===== src/rtl/offl_pkg.sv =====
package offl_pkg;
  typedef enum logic {
    ST_IDLE = 1'b0,
    ST_RUN  = 1'b1
  } off_st_t;
endpackage


===== src/rtl/offl_ptrs.sv =====
// Write/read pointer pair; occupancy is their difference, full blocks writes.
module offl_ptrs #(
  parameter int ADDR_W = 6
) (
  input  logic              clk,
  input  logic              rst,
  input  logic              wr_fire,
  input  logic              rd_fire,
  input  logic              refuse,
  output logic [ADDR_W-1:0] wr_addr,
  output logic [ADDR_W-1:0] rd_addr,
  output logic [ADDR_W:0]   count,
  output logic              full,
  output logic              overflow
);
  localparam int DEPTH = 1 << ADDR_W;
  localparam logic [ADDR_W:0] DEPTH_C = (ADDR_W+1)'(DEPTH);

  logic [ADDR_W:0] wr_q, rd_q;

  always_ff @(posedge clk) begin
    if (rst) begin
      wr_q     <= '0;
      rd_q     <= '0;
      overflow <= 1'b0;
    end else begin
      if (wr_fire) wr_q <= wr_q + 1'b1;
      if (rd_fire) rd_q <= rd_q + 1'b1;
      if (refuse)  overflow <= 1'b1;
    end
  end

  assign count   = wr_q - rd_q;
  assign full    = (count == DEPTH_C);
  assign wr_addr = wr_q[ADDR_W-1:0];
  assign rd_addr = rd_q[ADDR_W-1:0];
endmodule


===== src/rtl/offl_outreg.sv =====
// Output holding stage: one read in flight, one byte held for the host.
module offl_outreg #(
  parameter int DATA_W = 8
) (
  input  logic              clk,
  input  logic              rst,
  input  logic              rd_fire,
  input  logic [DATA_W-1:0] mem_rdata,
  input  logic              host_ack,
  output logic              out_avail,
  output logic [DATA_W-1:0] out_data,
  output logic              busy
);
  logic pend_q;

  always_ff @(posedge clk) begin
    if (rst) begin
      pend_q    <= 1'b0;
      out_avail <= 1'b0;
      out_data  <= '0;
    end else begin
      pend_q <= rd_fire;
      if (pend_q) begin
        out_avail <= 1'b1;
        out_data  <= mem_rdata;
      end else if (out_avail && host_ack) begin
        out_avail <= 1'b0;
      end
    end
  end

  assign busy = pend_q | out_avail;
endmodule


===== src/rtl/offl_fsm.sv =====
// Drain sequencer: starts at the fill threshold, stops when empty,
// and yields the memory port to writes.
module offl_fsm
  import offl_pkg::*;
#(
  parameter int ADDR_W = 6,
  parameter int THRESH = 51
) (
  input  logic            clk,
  input  logic            rst,
  input  logic [ADDR_W:0] count,
  input  logic            wr_fire,
  input  logic            busy,
  output logic            active,
  output logic            rd_fire
);
  localparam logic [ADDR_W:0] THR_C = (ADDR_W+1)'(THRESH);

  off_st_t st_q, st_d;
  logic    empty;

  assign empty = (count == '0);

  always_comb begin
    st_d = st_q;
    case (st_q)
      ST_IDLE: if (count >= THR_C) st_d = ST_RUN;
      ST_RUN:  if (empty && !busy) st_d = ST_IDLE;
      default: st_d = ST_IDLE;
    endcase
  end

  always_ff @(posedge clk) begin
    if (rst) st_q <= ST_IDLE;
    else     st_q <= st_d;
  end

  assign active  = (st_q == ST_RUN);
  assign rd_fire = active && !busy && !empty && !wr_fire;
endmodule


===== src/rtl/offl_ctrl.sv =====
module offl_ctrl #(
  parameter int DATA_W   = 8,
  parameter int ADDR_W   = 6,
  parameter int FILL_PCT = 80
) (
  input  logic              clk,
  input  logic              rst,
  input  logic              in_valid,
  input  logic [DATA_W-1:0] in_data,
  output logic              in_ready,
  output logic              mem_we,
  output logic              mem_re,
  output logic [ADDR_W-1:0] mem_addr,
  output logic [DATA_W-1:0] mem_wdata,
  input  logic [DATA_W-1:0] mem_rdata,
  output logic              out_avail,
  output logic [DATA_W-1:0] out_data,
  input  logic              host_ack,
  output logic [ADDR_W:0]   occupancy,
  output logic              offload_active,
  output logic              overflow
);
  localparam int DEPTH  = 1 << ADDR_W;
  localparam int THRESH = (DEPTH * FILL_PCT) / 100;

  logic              full, wr_fire, rd_fire, busy;
  logic [ADDR_W-1:0] wr_addr, rd_addr;

  assign in_ready = !full;
  assign wr_fire  = in_valid && !full;

  offl_ptrs #(.ADDR_W(ADDR_W)) u_ptrs (
    .clk      (clk),
    .rst      (rst),
    .wr_fire  (wr_fire),
    .rd_fire  (rd_fire),
    .refuse   (in_valid && full),
    .wr_addr  (wr_addr),
    .rd_addr  (rd_addr),
    .count    (occupancy),
    .full     (full),
    .overflow (overflow)
  );

  offl_fsm #(.ADDR_W(ADDR_W), .THRESH(THRESH)) u_fsm (
    .clk     (clk),
    .rst     (rst),
    .count   (occupancy),
    .wr_fire (wr_fire),
    .busy    (busy),
    .active  (offload_active),
    .rd_fire (rd_fire)
  );

  offl_outreg #(.DATA_W(DATA_W)) u_out (
    .clk       (clk),
    .rst       (rst),
    .rd_fire   (rd_fire),
    .mem_rdata (mem_rdata),
    .host_ack  (host_ack),
    .out_avail (out_avail),
    .out_data  (out_data),
    .busy      (busy)
  );

  // Single shared port: write address wins when both are requested.
  assign mem_we    = wr_fire;
  assign mem_re    = rd_fire;
  assign mem_addr  = wr_fire ? wr_addr : rd_addr;
  assign mem_wdata = in_data;
endmodule


===== config.mk =====
export PLATFORM = sky130hd
export DESIGN_NAME = offl_ctrl
export DESIGN_NICKNAME = d
export VERILOG_FILES = /design/src/rtl/offl_pkg.sv /design/src/rtl/offl_ptrs.sv /design/src/rtl/offl_outreg.sv /design/src/rtl/offl_fsm.sv /design/src/rtl/offl_ctrl.sv
export SDC_FILE = /design/constraint.sdc
export NUM_CORES = 1
export LEC_CHECK = 0
export BUFFER_PORTS_ARGS = -buffer_cell sky130_fd_sc_hd__buf_4
export CORE_MARGIN = 4
export CORE_UTILIZATION = 25
export DETAILED_ROUTE_END_ITERATION = 12
export SLEW_MARGIN = 20
export SYNTH_ARGS = -nofsm -noshare
export SYNTH_HDL_FRONTEND = slang
export SYNTH_SLANG_ARGS = --single-unit

===== constraint.sdc =====
create_clock -name clk -period 7.7 [get_ports clk]
set_input_delay 0.385 -clock clk [delete_from_list [all_inputs] [get_ports clk]]
set_output_delay 0.385 -clock clk [all_outputs]
set_load 0.02 [all_outputs]

Word level (Yosys, flattened, before mapping)
Cells that the tools add are included.
Storage, ports and cells
  bits in registers: 26
  output and inout bits: 35
Operators by class
  add/sub/neg operators: 3
  magnitude comparators: 1
  equality and inequality tests: 1
  mux-type cells: 6
  bitwise operators: 2
  reduce and logical (&&, ||, !) cells: 13
Operators by type and width (count)
  adder 7 x 1 -> 7 bit, second input constant: 2
  equality test 7 bit, second input constant: 1
  >= comparator 7 x 6 -> 1 bit, second input constant: 1
  logical AND 1 bit: 7
  zero test 7 bit: 1
  subtractor 7 bit: 1
  two-way mux 6 bit: 1
  zero test 1 bit: 4
  two-way mux 1 bit: 4
  case mux 1 bit (2 select lines): 1
  nonzero test 2 bit: 1
  NOT 1 bit: 1
  bitwise OR 1 bit: 1

Longest topological paths before layout
Gate-level depths: netlist (run 1).
  word-level depth: 6
  gate-level depth with buffers: 11
  gate-level depth less buffers: 10

Hierarchy
A second synthesis (run 1) with hierarchy kept.
Unflattened totals
  cells, all modules: 181
  area, all modules: 1616.6 sq um
By module, submodules not included
  offl_ptrs: times used 1, cells an instance 119, area an instance 984.7 sq um, seq. area each 300.3 sq um
  offl_outreg: times used 1, cells an instance 33, area an instance 354.1 sq um, seq. area each 200.2 sq um
  offl_ctrl: times used 1, cells an instance 19, area an instance 190.2 sq um, seq. area each 0.0 sq um
  offl_fsm: times used 1, cells an instance 10, area an instance 87.6 sq um, seq. area each 20.0 sq um

Least setup slack after synthesis (run 1)
OpenSTA, ideal clock, no wires.
  kind: register to output
  start: register u_ptrs.wr_q[0]
  end: output port mem_addr[0]
  arrival time: 2.963 ns
  setup slack: 4.352 ns
  cell stages (with the launch flop): 10
  path buffers: 0
  cell sequence: dfxtp_1 -> inv_1 -> ha_1 -> fa_1 -> xnor2_1 -> nor2b_1 -> mux2i_1 -> a2111oi_4 -> nor2_1 -> mux2_2
Between the ends
  longest elaborated chain between the ends: 5
Ends and longest elaborated chain
  from (decl): line offl_ptrs.sv:19  | logic [ADDR_W:0] wr_q, rd_q;
  from (signal assigned): line offl_ptrs.sv:27  | if (wr_fire) wr_q <= wr_q + 1'b1;
  subtractor 7 bit: line offl_ptrs.sv:33  | assign count = wr_q - rd_q;
  via occupancy[2]: line offl_ctrl.sv:19  | output logic [ADDR_W:0] occupancy,
  equality test 7 bit: line offl_ptrs.sv:34  | assign full = (count == DEPTH_C);
  zero test 1 bit: line offl_ctrl.sv:30  | assign wr_fire = in_valid && !full;
  logical AND 1 bit: line offl_ctrl.sv:30
  via mem_we: line offl_ctrl.sv:11  | output logic mem_we,
  two-way mux 6 bit: line offl_ctrl.sv:69  | assign mem_addr = wr_fire ? wr_addr : rd_addr;
  to (decl): line offl_ctrl.sv:13  | output logic [ADDR_W-1:0] mem_addr,
The timed path passes the listed nets, and every way through them passes these cells.

Final worst setup path (run 1)
  start: register u_ptrs.wr_q[0]
  end: output port mem_re
Between the ends
  longest elaborated chain between the ends: 6
  elaborated cells between the ends (all ways): 9
Ends and longest elaborated chain
  subtractor 7 bit (*): line offl_ptrs.sv:33
  equality test 7 bit: line offl_ptrs.sv:34
  zero test 1 bit: line offl_ctrl.sv:30
  logical AND 1 bit: line offl_ctrl.sv:30
  zero test 1 bit: line offl_fsm.sv:39  | assign rd_fire = active && !busy && !empty && !wr_fire;
  logical AND 1 bit (*): line offl_fsm.sv:39
  to (decl): line offl_ctrl.sv:12  | output logic mem_re,
Every way passes the cells marked *; elsewhere a longest branch is shown, timed or not.

==> qor.csv, run 1 <==
metric;value;unit
number of synthesized flops with an enable pin;0;
first-iteration detailed-routing DRC count;90;
met2 WL;1.86;mm
worst hold stages;3;
startpoint types;flop;
vias in the first global route;1360;
CP cell instances;inv_1, ha_1, fa_1, nor2b_1, o221ai_1, o211a_1, a2111oi_4, inv_2, a21boi_2, buf_4;
final hold vios;0;
via count;1484;
synthesis warning total;0;
Final period util;0.495;
most frequent cells in the layout;38 x buf_4, 26 x dfxtp_1, 25 x nor2_1;
CP bufs+invs;3;
CP arrival;3.42;ns
reg2reg path depth;10;
Site Rows;29;
min-delay worst type;in -> reg;
multiplexer share of the synthesized area;0.127;
sequential-to-total area share from yosys stat;0.312;
dominant synthesized flop cell;dfxtp_1;
Die ar.;8040;µm²
Critical R2R Launch;u_ptrs.wr_q[0]$_SDFFE_PP0P_;
Initial Utilization;0.259;
Crit path max-delay family;compound AO/OA/AOI/OAI gates;
Port Buffers;38;
Max FO, Critical Path;14;
vias per cell;4.93;
TritonCTS buffer count;3;
Skew-Pair Late Insertion Delay;0.28;ns
clk sink count;26;
Lkg Pwr;0.826;nW
clk root buf;clkbuf_8;
global-route usage over all layers;0.104;
Synth Register Bits;26;
Cell Area, Placed;1950;µm²
Clock Path Buffers;2;
Syn Inst Count;198;
Compound-Gate Fraction of Synth Area;0.171;
post-route DRC violation count;0;
1st-pass router iterations;4;
met3 wire len;276;µm
Adder-Cell Fraction of Synth Area;0.0721;
cts hold-fix bufs;0;
Layout Cells excl Fill;301;
sequential cell area;520;µm²
outcome;complete, no violations;
fin. max-slew vios;0;
post-CTS resize count;0;
Setup Fix Bufs, Post-CTS;0;
Hold WS;0.332;ns
Syn Area/Cell;8.42;µm²
clock-pin slew on the worst setup and hold paths;0.09;ns
min cycle time layout;3.81;ns
Nets;254;
wire length on met1;1.85;mm
first-pass GRT wire length;6.53;mm
slew margin rel.;0.557;
Die Wd;89.6;µm
RSZ-0062 raised after global routing;false;
WP depth;10;
endpoints failing setup;0;
TritonCTS clock tree;yes;
Mapped Area;1670;µm²
Post-DRT Antenna Nets;0;
synth unique cells;44;
Worst IR Drop VDD;64.6;µV
top sig layer;met4;
asr flop ratio synth;0;
Worst Tran Pin Value;0.665;ns
DPL Wire Length;3.16;mm
initial antenna violation count;0;
Hold Crit Start;mem_rdata[7];
fillcell total;686;
die height;89.6;µm
xor and xnor area share after synthesis;0.0210;
multi-input logic area;1000;µm²
layout cell share with drive strength beyond 1;0.254;
largest family of logic cells by synthesized area;simple AND/OR/NAND/NOR gates;
WL final;4.03;mm
r2r setup slk;4.20;ns
# placed instances;297;
Req. time, crit path;7.32;ns
Slowest-stage cell, CP;a2111oi_4;
aggregate global routing overflow;0;
max incr delay on CP;0.63;ns
clock skew;0.00535;ns
crit end category;output pin;
Simple-Gate Fraction of Synth Area;0.209;
syn nets;227;
gpl congestion;0.816;
setup_tns;0;ns
hold worst-path end;u_out.out_data[7]$_SDFFE_PP0P_;
I/O pin count;55;
Reg-to-Reg End;u_ptrs.rd_q[5]$_SDFFE_PP0P_;
Crit Path Category;reg -> out;
Core Region;6420;µm²
most common cell after layout, fill and taps aside;buf_4;
wire length per cell;13.4;µm
PwrDens;144;nW/µm²
H-tree levels;1;
design area;2030;µm²
largest net degree at the start of global routing;36;
synth-to-layout area growth;21.5;%
Max Clock Freq;0.263;GHz
max cap viols;0;
# diodes;0;
==> worst register-to-register path, cell delays in order, from the launching register on <==
cell       delay (ns)
dfxtp_1          0.42
inv_1            0.08
ha_1             0.21
fa_1             0.41
nor2b_1          0.17
o221ai_1         0.16
o211a_1          0.29
a2111oi_4        0.63
inv_2            0.29
a2111oi_2        0.38
mux2_1           0.35
==> cells by family after synthesis <==
group           after synthesis
compound gates               38
mux                          20
xor+xnor                      4
flops                        26
simple gates                 71
buf+inv                      30
fa+ha+maj                     9
==> layout make-up <==
class	count	area share
sequential	26	0.257
inverter	14	0.0259
tap	77	0.0476
clock inverter	1	0.0148
timing repair buffer	38	0.141
clock buffer	3	0.0204
multi-input combinational	142	0.494
==> through the flow <==
step | setup WS, ns | total power, mW | util
floorplan | 4.35 | 0.171 | -
finish | 3.89 | 0.292 | 0.315
CTS | 3.89 | 0.296 | 0.315
global route | 3.60 | 0.304 | 0.315
global placement | 4.30 | 0.179 | 0.304
detailed placement | 4.21 | 0.180 | 0.304
==> routing by layer <==
metal / GRT usage / up-vias
met5: 0 / -
met4: 0.0325 / 0
met3: 0.0173 / 6
met2: 0.166 / 39
met1: 0.142 / 700
li1: - / 739
==> worst max path at each step <==
stage	from	endpoint	slack [ns]
finish	u_ptrs.wr_q[0]$_SDFFE_PP0P_	mem_re	3.89
global route	u_ptrs.wr_q[0]$_SDFFE_PP0P_	mem_re	3.60
CTS	u_ptrs.wr_q[0]$_SDFFE_PP0P_	mem_re	3.89
detailed placement	u_ptrs.wr_q[0]$_SDFFE_PP0P_	mem_re	4.21
global placement	u_ptrs.wr_q[0]$_SDFFE_PP0P_	mem_re	4.30
floorplan	u_ptrs.wr_q[0]$_SDFFE_PP0P_	mem_addr[0]	4.35
==> state kept, by name, summed over array words and instances (netlist names) <==
register	cells
u_ptrs.rd_q	7
u_out.out_data	8
u_ptrs.wr_q	7
u_out.pend_q	1
u_out.out_avail	1
u_fsm.active	1
u_ptrs.overflow	1
==> where the power goes <==
group / switching, mW / internal [mW]
Clock: 0.0455 / 0.0697
Sequential: 0.00167 / 0.136
Combinational: 0.0236 / 0.0156
Total: 0.0708 / 0.221
==> synthesized netlist by cell type, types with 2 or more instances <==
| cell | number | area share |
|---|---|---|
| a2111oi_2 | 2 | 0.018 |
| a21oi_1 | 11 | 0.033 |
| buf_2 | 2 | 0.0060 |
| buf_4 | 8 | 0.036 |
| clkbuf_1 | 4 | 0.0090 |
| dfxtp_1 | 26 | 0.31 |
| ha_1 | 8 | 0.060 |
| inv_1 | 13 | 0.029 |
| mux2_1 | 2 | 0.014 |
| mux2_2 | 7 | 0.047 |
| mux2i_1 | 11 | 0.066 |
| nand2_1 | 6 | 0.014 |
| nand2b_1 | 2 | 0.0075 |
| nand3_1 | 10 | 0.030 |
| nand4_1 | 4 | 0.015 |
| nor2_1 | 25 | 0.056 |
| nor2b_1 | 9 | 0.034 |
| nor3_1 | 6 | 0.018 |
| nor4_1 | 2 | 0.0075 |
| o21ai_0 | 11 | 0.033 |
| o22ai_1 | 2 | 0.0075 |
| or3_1 | 3 | 0.011 |
| xnor2_1 | 3 | 0.016 |
No activity file was read; power rests on OpenSTA's default activity.
==> inputs of run 2 (changes only) <==
==> constraint.sdc (replaced) <==
create_clock -name clk -period 3.72 [get_ports clk]
set_input_delay 0.186 -clock clk [delete_from_list [all_inputs] [get_ports clk]]
set_output_delay 0.186 -clock clk [all_outputs]
set_load 0.02 [all_outputs]
==> run 2 against run 1 <==
Effect of this change: combinational power up 110%; clock skew rose by 0.00086 ns; sequential share of layout area fell by 0.14 points; worst setup slack got worse by 3.7 ns; highest routed layer unchanged; routed wire length increased by 3.2%; critical endpoint is now mem_addr[0]; register-to-register slack worse by 3.5 ns; flip-flop and latch count is the same.
==> qor.csv, run 2 (synthesis results as in run 1) <==
metric;value;unit
Hold Crit Start;mem_rdata[4];
synth-to-layout area growth;22.2;%
outcome;complete, no violations;
first-pass GRT wire length;6.57;mm
aggregate global routing overflow;0;
Site Rows;29;
Util after Layout;0.317;
fin. max-slew vios;0;
min-delay worst type;in -> reg;
most common cell after layout, fill and taps aside;buf_4;
Max Clock Freq;0.285;GHz
most frequent cells in the layout;39 x buf_4, 26 x dfxtp_1, 25 x nor2_1;
wire length per cell;13.8;µm
H-tree levels;1;
Final Power;605;µW
layout cell share with drive strength beyond 1;0.262;
Setup Fix Bufs, Post-CTS;0;
Clock Path Buffers;2;
crit end category;output pin;
Max FO, Critical Path;12;
Req. time, crit path;3.53;ns
TritonCTS clock tree;yes;
Worst IR Drop VDD;115;µV
Skew-Pair Late Insertion Delay;0.28;ns
Final period util;0.944;
via count;1433;
Die ar.;8040;µm²
post-route DRC violation count;0;
Biggest register;u_out.out_data;
max reg flops;8;
DPL Wire Length;3.19;mm
Core Region;6420;µm²
Die Wd;89.6;µm
startpoint types;flop;
Hold WS;0.137;ns
gpl congestion;0.824;
clk sink count;26;
Critical R2R Launch;u_ptrs.wr_q[0]$_SDFFE_PP0P_;
clk root buf;clkbuf_8;
Crit Path Category;reg -> out;
TritonCTS buffer count;3;
RSZ-0062 raised after global routing;false;
first-iteration detailed-routing DRC count;46;
clock skew;0.00622;ns
PwrDens;297;nW/µm²
largest net degree at the start of global routing;36;
global-route usage over all layers;0.105;
Post-DRT Antenna Nets;0;
CP arrival;3.32;ns
critical path startpoint;u_ptrs.wr_q[0]$_SDFFE_PP0P_;
Nets;255;
max cap viols;0;
Port Buffers;38;
initial antenna violation count;0;
1st-pass router iterations;4;
# diodes;0;
final hold vios;0;
WL final;4.16;mm
I/O pin count;55;
Worst Tran Pin Value;0.597;ns
vias in the first global route;1395;
die height;89.6;µm
vias per cell;4.75;
Lkg Pwr;0.837;nW
min cycle time layout;3.51;ns
slew margin rel.;0.599;
endpoints failing setup;0;
Regs by FF count;u_out.out_data (8), u_ptrs.rd_q (7), u_ptrs.wr_q (7);
Initial Utilization;0.259;
clock-pin slew on the worst setup and hold paths;0.09;ns
setup_tns;0;ns
[run 2: worst max-delay path, cell delays in order, from the launching register on]
cell       delay (ns)
dfxtp_1          0.42
inv_1            0.08
ha_1             0.21
fa_1             0.41
nor2b_1          0.16
o22ai_1          0.15
mux2i_1          0.47
a2111oi_4        0.07
buf_4            0.19
nor2_1           0.33
mux2_2           0.40
buf_4            0.16
[run 2: routing by layer]
metal,part of all wire,routed length (µm),GRT usage
met4,0.016,67,0.0365
met3,0.068,284,0.0210
met1,0.44,1840,0.132
met5,0,0,0
met2,0.47,1970,0.179
[run 2: final cells by class]
| type | count | area, µm² |
|---|---|---|
| well taps | 77 | 96.3 |
| fillers | 663 | 4390 |
| repair buffers | 39 | 293 |
| inverters | 14 | 52.6 |
| clock inverters | 1 | 30.0 |
| clock buffers | 3 | 41.3 |
| flip-flops and latches | 26 | 520 |
| multi-input cells | 142 | 1000 |
[run 2: path summary, 6_finish.rpt]
| kind | end | slack (ns) | cells past startpoint |
|---|---|---|---|
| worst min register to register | u_ptrs.overflow$_SDFFE_PP0P_ | 0.50 | 2 |
| worst min-delay path | u_out.out_data[4]$_SDFFE_PP0P_ | 0.14 | 3 |
| worst max-delay path | mem_addr[0] | 0.21 | 11 |
| worst max register to register | u_ptrs.rd_q[6]$_SDFFE_PP0P_ | 0.66 | 10 |
[run 2: repair_timing]
item / in CTS / in global routing
hold endpoints to repair: 0 / 0
gates resized for setup: 0 / 1
endpoints found under the setup margin: 0 / 1
hold buffers: 0 / 0
[run 2: through the flow]
stage | setup slack, ns | instances | instance area, µm²
final | 0.210 | 302 | 2040
after global routing | 0.0133 | 302 | 2040
after CTS | 0.210 | 302 | 2030
after detailed placement | 0.527 | 298 | 1960
after global placement | 0.594 | 298 | 1960
after floorplan | 0.571 | 198 | 1670
[run 2: power by group]
| group | switching [mW] | total (mW) | internal, mW |
|---|---|---|---|
| clock | 0.0937 | 0.238 | 0.144 |
| sequential | 0.00363 | 0.284 | 0.281 |
| combinational | 0.0493 | 0.0826 | 0.0333 |
